[src/rtl/irq_chan_pkg.sv]
package irq_chan_pkg;
  localparam int ADDR_W = 8;
  typedef logic [ADDR_W-1:0] addr_t;

  localparam addr_t A_GLB       = 8'h00;
  localparam addr_t A_ENA_ISET  = 8'h01;
  localparam addr_t A_ENA_ICLR  = 8'h02;
  localparam addr_t A_STAT_ICLR = 8'h03;
  localparam addr_t A_HEN_ISET  = 8'h04;
  localparam addr_t A_HEN_ICLR  = 8'h05;
  localparam addr_t A_HEN       = 8'h06;
  localparam addr_t A_ENA       = 8'h10;
  localparam addr_t A_ENA_WCLR  = 8'h14;
  localparam addr_t A_STAT      = 8'h18;
  localparam addr_t A_STAT_WCLR = 8'h1C;
  localparam addr_t A_TYPE      = 8'h20;
  localparam addr_t A_POL       = 8'h24;
  localparam addr_t A_MAP       = 8'h40;
  localparam addr_t A_PRI       = 8'h60;

  localparam int N_HOST = 2;
  localparam logic [31:0] PRI_NONE = 32'h8000_0000;
endpackage

[src/rtl/irq_src_cond.sv]
module irq_src_cond #(
  parameter int N_SRC = 64
) (
  input  logic             clk_i,
  input  logic             rst_ni,
  input  logic [N_SRC-1:0] src_i,
  input  logic [N_SRC-1:0] type_i,
  input  logic [N_SRC-1:0] pol_i,
  input  logic [N_SRC-1:0] clr_i,
  output logic [N_SRC-1:0] pend_o
);
  logic [N_SRC-1:0] src_q;

  for (genvar i = 0; i < N_SRC; i++) begin : g_src
    logic rise, fall, hit_edge, hit_lvl;
    assign rise     = src_i[i] & ~src_q[i];
    assign fall     = ~src_i[i] & src_q[i];
    assign hit_edge = pol_i[i] ? rise : fall;
    assign hit_lvl  = ~(src_i[i] ^ pol_i[i]);

    always_ff @(posedge clk_i or negedge rst_ni) begin
      if (!rst_ni) begin
        src_q[i]  <= 1'b0;
        pend_o[i] <= 1'b0;
      end else begin
        src_q[i] <= src_i[i];
        // edge set beats a same-cycle clear
        if (type_i[i]) pend_o[i] <= (pend_o[i] & ~clr_i[i]) | hit_edge;
        else           pend_o[i] <= hit_lvl;
      end
    end
  end
endmodule

[src/rtl/irq_prio_pick.sv]
module irq_prio_pick #(
  parameter int N_SRC  = 64,
  parameter int N_CHAN = 32,
  parameter int CH_LO  = 0,
  parameter int CH_HI  = 1,
  localparam int SW = $clog2(N_SRC),
  localparam int CW = $clog2(N_CHAN)
) (
  input  logic [N_SRC-1:0] act_i,
  input  logic [CW-1:0]    chan_i [N_SRC],
  output logic             hit_o,
  output logic [SW-1:0]    idx_o
);
  int best_c;

  always_comb begin
    hit_o  = 1'b0;
    idx_o  = '0;
    best_c = CH_HI;
    for (int i = 0; i < N_SRC; i++) begin
      if (act_i[i] && int'(chan_i[i]) >= CH_LO && int'(chan_i[i]) <= CH_HI &&
          (!hit_o || int'(chan_i[i]) < best_c)) begin
        hit_o  = 1'b1;
        idx_o  = SW'(i);
        best_c = int'(chan_i[i]);
      end
    end
  end
endmodule

[src/rtl/irq_chan_ctrl.sv]
module irq_chan_ctrl
  import irq_chan_pkg::*;
#(
  parameter int N_SRC  = 64,
  parameter int N_CHAN = 32,
  parameter int N_FAST = 2
) (
  input  logic              clk_i,
  input  logic              rst_ni,
  input  logic [N_SRC-1:0]  src_i,
  input  logic              bus_we_i,
  input  logic [ADDR_W-1:0] bus_addr_i,
  input  logic [31:0]       bus_wdata_i,
  output logic [31:0]       bus_rdata_o,
  output logic              fiq_o,
  output logic              irq_o
);
  localparam int NW = N_SRC / 32;
  localparam int NM = N_SRC / 4;
  localparam int SW = $clog2(N_SRC);
  localparam int CW = $clog2(N_CHAN);

  logic              glb_en_q;
  logic [N_HOST-1:0] hen_q;
  logic [N_SRC-1:0]  ena_q, type_q, pol_q, pend_q;
  logic [CW-1:0]     chan_q [N_SRC];
  logic [N_SRC-1:0]  ena_set, ena_clr, st_clr;
  logic              idx_ok;
  logic [SW-1:0]     idx;
  logic [N_HOST-1:0] hit;
  logic [SW-1:0]     best [N_HOST];

  assign idx_ok = bus_wdata_i < 32'(N_SRC);
  assign idx    = bus_wdata_i[SW-1:0];

  always_comb begin
    ena_set = '0;
    ena_clr = '0;
    st_clr  = '0;
    if (bus_we_i && idx_ok) begin
      if (bus_addr_i == A_ENA_ISET)  ena_set[idx] = 1'b1;
      if (bus_addr_i == A_ENA_ICLR)  ena_clr[idx] = 1'b1;
      if (bus_addr_i == A_STAT_ICLR) st_clr[idx]  = 1'b1;
    end
    for (int w = 0; w < NW; w++) begin
      if (bus_we_i && bus_addr_i == A_ENA_WCLR + 8'(w))  ena_clr[w*32 +: 32] = bus_wdata_i;
      if (bus_we_i && bus_addr_i == A_STAT_WCLR + 8'(w)) st_clr[w*32 +: 32]  = bus_wdata_i;
    end
  end

  always_ff @(posedge clk_i or negedge rst_ni) begin
    if (!rst_ni) begin
      glb_en_q <= 1'b0;
      hen_q    <= '0;
      ena_q    <= '0;
      type_q   <= '0;
      pol_q    <= '1;
      for (int i = 0; i < N_SRC; i++) chan_q[i] <= '0;
    end else begin
      ena_q <= (ena_q | ena_set) & ~ena_clr;
      if (bus_we_i) begin
        if (bus_addr_i == A_GLB) glb_en_q <= bus_wdata_i[0];
        if (bus_addr_i == A_HEN_ISET && bus_wdata_i < 32'(N_HOST)) hen_q[bus_wdata_i[0]] <= 1'b1;
        if (bus_addr_i == A_HEN_ICLR && bus_wdata_i < 32'(N_HOST)) hen_q[bus_wdata_i[0]] <= 1'b0;
        for (int w = 0; w < NW; w++) begin
          if (bus_addr_i == A_TYPE + 8'(w)) type_q[w*32 +: 32] <= bus_wdata_i;
          if (bus_addr_i == A_POL + 8'(w))  pol_q[w*32 +: 32]  <= bus_wdata_i;
        end
        for (int m = 0; m < NM; m++) begin
          if (bus_addr_i == A_MAP + 8'(m))
            for (int b = 0; b < 4; b++) chan_q[m*4+b] <= bus_wdata_i[b*8 +: CW];
        end
      end
    end
  end

  irq_src_cond #(.N_SRC(N_SRC)) u_cond (
    .clk_i  (clk_i),
    .rst_ni (rst_ni),
    .src_i  (src_i),
    .type_i (type_q),
    .pol_i  (pol_q),
    .clr_i  (st_clr),
    .pend_o (pend_q)
  );

  for (genvar h = 0; h < N_HOST; h++) begin : g_host
    localparam int LO = (h == 0) ? 0 : N_FAST;
    localparam int HI = (h == 0) ? N_FAST - 1 : N_CHAN - 1;
    irq_prio_pick #(.N_SRC(N_SRC), .N_CHAN(N_CHAN), .CH_LO(LO), .CH_HI(HI)) u_pick (
      .act_i  (pend_q & ena_q),
      .chan_i (chan_q),
      .hit_o  (hit[h]),
      .idx_o  (best[h])
    );
  end

  assign fiq_o = glb_en_q & hen_q[0] & hit[0];
  assign irq_o = glb_en_q & hen_q[1] & hit[1];

  always_comb begin
    bus_rdata_o = '0;
    if (bus_addr_i == A_GLB) bus_rdata_o[0] = glb_en_q;
    if (bus_addr_i == A_HEN) bus_rdata_o[N_HOST-1:0] = hen_q;
    for (int w = 0; w < NW; w++) begin
      if (bus_addr_i == A_ENA + 8'(w))  bus_rdata_o = ena_q[w*32 +: 32];
      if (bus_addr_i == A_STAT + 8'(w)) bus_rdata_o = pend_q[w*32 +: 32];
      if (bus_addr_i == A_TYPE + 8'(w)) bus_rdata_o = type_q[w*32 +: 32];
      if (bus_addr_i == A_POL + 8'(w))  bus_rdata_o = pol_q[w*32 +: 32];
    end
    for (int m = 0; m < NM; m++) begin
      if (bus_addr_i == A_MAP + 8'(m))
        for (int b = 0; b < 4; b++) bus_rdata_o[b*8 +: CW] = chan_q[m*4+b];
    end
    for (int h = 0; h < N_HOST; h++) begin
      if (bus_addr_i == A_PRI + 8'(h)) bus_rdata_o = hit[h] ? 32'(best[h]) : PRI_NONE;
    end
  end
endmodule

[config.mk]
export PLATFORM = sky130hd
export DESIGN_NAME = irq_chan_ctrl
export DESIGN_NICKNAME = d
export VERILOG_FILES = /design/src/rtl/irq_chan_pkg.sv /design/src/rtl/irq_src_cond.sv /design/src/rtl/irq_prio_pick.sv /design/src/rtl/irq_chan_ctrl.sv
export SDC_FILE = /design/constraint.sdc
export NUM_CORES = 2
export LEC_CHECK = 0
export ABC_AREA = 1
export BUFFER_PORTS_ARGS = -buffer_cell sky130_fd_sc_hd__clkbuf_2
export CAP_MARGIN = 10
export CORE_MARGIN = 5
export CORE_UTILIZATION = 39
export DETAILED_ROUTE_END_ITERATION = 8
export GPL_TIMING_DRIVEN = 0
export SLEW_MARGIN = 20
export SYNTH_ARGS = -nofsm -noshare
export SYNTH_HDL_FRONTEND = slang
export SYNTH_SLANG_ARGS = --single-unit
[constraint.sdc]
create_clock -name clk_i -period 91.2 [get_ports clk_i]
set_clock_uncertainty 0.1 [all_clocks]
set_input_delay 4.56 -clock clk_i [delete_from_list [all_inputs] [get_ports clk_i]]
set_output_delay 4.56 -clock clk_i [all_outputs]
set_load 0.01 [all_outputs]
==> reports/metrics.yaml <==
rr_startpoint: "u_cond.pend_o[33]$_DFF_PN0_"
vias: 55813
hold-path-endpoint: "chan_q[135]$_DFFE_PN0P_"
wl_met2_um: 108000
dp_hpwl_um: 202000
num_io_pins: 141
drt-total-wl_um: 254000
reg2reg_to: "u_cond.pend_o[33]$_DFF_PN0_"
grt_pass1_vias: 50505
cp.required_ps: 86540
drt-pass1-iter-count: 8
num-nets-final: 8443
tritoncts: "built"
die_area_um2: 138000
worstMarginPinSlew_ps: 1320
syn-mean-instance-area_um2: 6.83
cts_setup_buffers: 0
ctsHoldBuffers: 0
ys_dominant_reg_cell: "dfrtp_1"
highest_layer: "met5"
outcome: "finished clean"
root_buffer: "clkbuf_16"
seq_area_frac_synth_pct: 31.7
rrSetupSlack_ps: 89430
core_area_um2: 130000
cpPeakStageDelay_ps: 530
postRouteAntennaNets: 0
cts_made_buffers: 78
totalPowerFinal_w: 0.00107
routabilityCongestion: 1.06
fin_crit_ps: 81950
final.setup.tns_ps: 0
end_kind: "output port"
synth_most_common_cell: "nand2_1"
crit_path_top_delay_cell: "dfrtp_1"
port_buffers: 136
grt_first_pass_wirelength_um: 355000
synth_top_cells_by_count: "2,216 x nand2_1, 846 x inv_1, 844 x o21ai_0"
htree_num_levels: 3
peakVddDrop_mv: 0.0161
reg2reg_depth: 2
clk_pin_slew_ps: 60
start_kind: "register"
ys_seq_elements: 643
finalCritPeriodShare_pct: 89.9
ys_types: 53
hold_viol_final: 0
setup_viol: 0
final_core_util_pct: 44.5
start_util_pct: 39.3
report.final.slew_viol_count: 0
cp.arrival_ps: 77290
area_growth_pct: 13.2
avgViaCountPerCell: 5.74
hp-class: "reg -> reg"
die_h_um: 372
hold_path_depth: 2
die_x_um: 372
drc: 0
relSlewSlack_pct: 9.71
yosys.area.top_type: "dfrtp_1"
grt_max_degree: 89
rsz0062_at_grt: "no"
route.met3.wl_um: 27800
crit_fanout: 10
clockBufferDepth: 3
netlist_area_um2: 51000
syn-instance-count: 7461
path_class: "reg -> out"
clk_latency_ps: 710
cp_common_cell: "nand2_1"
wl_met1_um: 99500
fmax_ghz: 0.0122
grt_usage_pct: 35.7
synthArstFlopShare_pct: 100
synth_edf_count: 0
drive_gt1_share_pct: 8.68
maxCapViolCount: 0
yosysWarnings: 0
netlist_top_cells_area: "dfrtp_1 28%, nand2_1 16%, ha_1 11%"
cts_resized: 0
p_leak_nw: 30.6
antenna_found_initial: 34
drt-initial-drc-count: 6801
overflow: 0
min_from: "chan_q[135]$_DFFE_PN0P_"
synth_top_area_share_pct: 28.4
num_rows: 132
routedWlPerCell_um: 26.1
power_density_nw_per_um2: 18.5
cts.sinks: 643
-- cells in the final DEF (no fill, tap or decap), types with 56 or more instances in the layout --
cell / netlist / routed
dfrtp_1: 579 / 579
o21ai_0: 844 / 844
dfstp_2: 64 / 64
clkbuf_2: 0 / 173
nand2_1: 2216 / 2216
a21oi_1: 408 / 408
a32oi_1: 66 / 66
nand3_1: 365 / 365
nor2_1: 627 / 624
nand2_2: 159 / 159
buf_6: 54 / 56
conb_1: 1 / 196
inv_1: 846 / 846
ha_1: 448 / 448
clkbuf_1: 207 / 184
a221oi_1: 81 / 81
o221ai_1: 82 / 82
clkbuf_16: 0 / 79
-- critical path, delay by kind of cell (launching register included) --
| family | cells | cell delay, ps |
|---|---|---|
| compound gates | 116 | 23310 |
| fa+ha+maj | 63 | 19240 |
| buf+inv | 68 | 9910 |
| flops | 1 | 530 |
| simple gates | 345 | 23510 |
-- per-layer routing --
layer	vias up	track usage, %
met1	26516	45.1
met2	2929	54.4
li1	25664	-
met3	694	9.94
met4	10	21.6
met5	-	0
-- final cells by class --
cell class                 instances  area, um2
multi-input combinational       5867      30800
timing repair buffer             152        987
clock inverter                    41        498
buffer                           267       1490
fill                           13554      71900
tap                             1742       2180
inverter                         879       3350
antenna                           25       62.6
sequential                       643      16200
clock buffer                     104       2170
-- state kept, by name, indices dropped and copies added, names as in the netlist --
signal,cells
u_cond.src_q,64
chan_q,320
pol_q,64
u_cond.pend_o,64
glb_en_q,1
hen_q,2
type_q,64
ena_q,64
-- logic make-up (layout without fill, tap and decap cells) --
family,count (synthesis),after routing,share of synthesized area (%)
other cells,1,221,0.00736
fa+ha+maj,448,448,11.0
flops,643,643,31.7
buf+inv,1146,1443,9.39
simple gates,3572,3572,29.2
compound gates,1651,1651,18.7
-- where the power goes --
group          internal [W]  switching, W
Sequential         0.000300     0.0000237
Clock              0.000190      0.000146
Combinational      0.000138      0.000269
Total              0.000628      0.000439
-- through the flow --
| step | std cells | instance area (um2) | setup WS [ps] | hold slack, ps |
|---|---|---|---|---|
| 3_5_place_dp | 9550 | 55000 | 10450 | 373 |
| 5_1_grt | 9696 | 57700 | 461 | 405 |
| 3_3_place_gp | 9534 | 54600 | 10980 | 365 |
| 2_1_floorplan | 7656 | 51700 | 22230 | 353 |
| 4_1_cts | 9695 | 57700 | 9430 | 387 |
| 6_report | 9720 | 57700 | 9250 | 382 |
-- how the worst max path moves through the flow --
stage                            startpoint        endpoint  slack (ps)
floorplan           chan_q[316]$_DFFE_PN0P_  bus_rdata_o[4]       22230
global placement    chan_q[316]$_DFFE_PN0P_  bus_rdata_o[3]       10980
detailed placement  chan_q[316]$_DFFE_PN0P_  bus_rdata_o[4]       10450
CTS                 chan_q[316]$_DFFE_PN0P_  bus_rdata_o[3]        9430
global route        chan_q[316]$_DFFE_PN0P_  bus_rdata_o[4]         460
finish              chan_q[316]$_DFFE_PN0P_  bus_rdata_o[3]        9250
(Power assumes the default switching activity.)
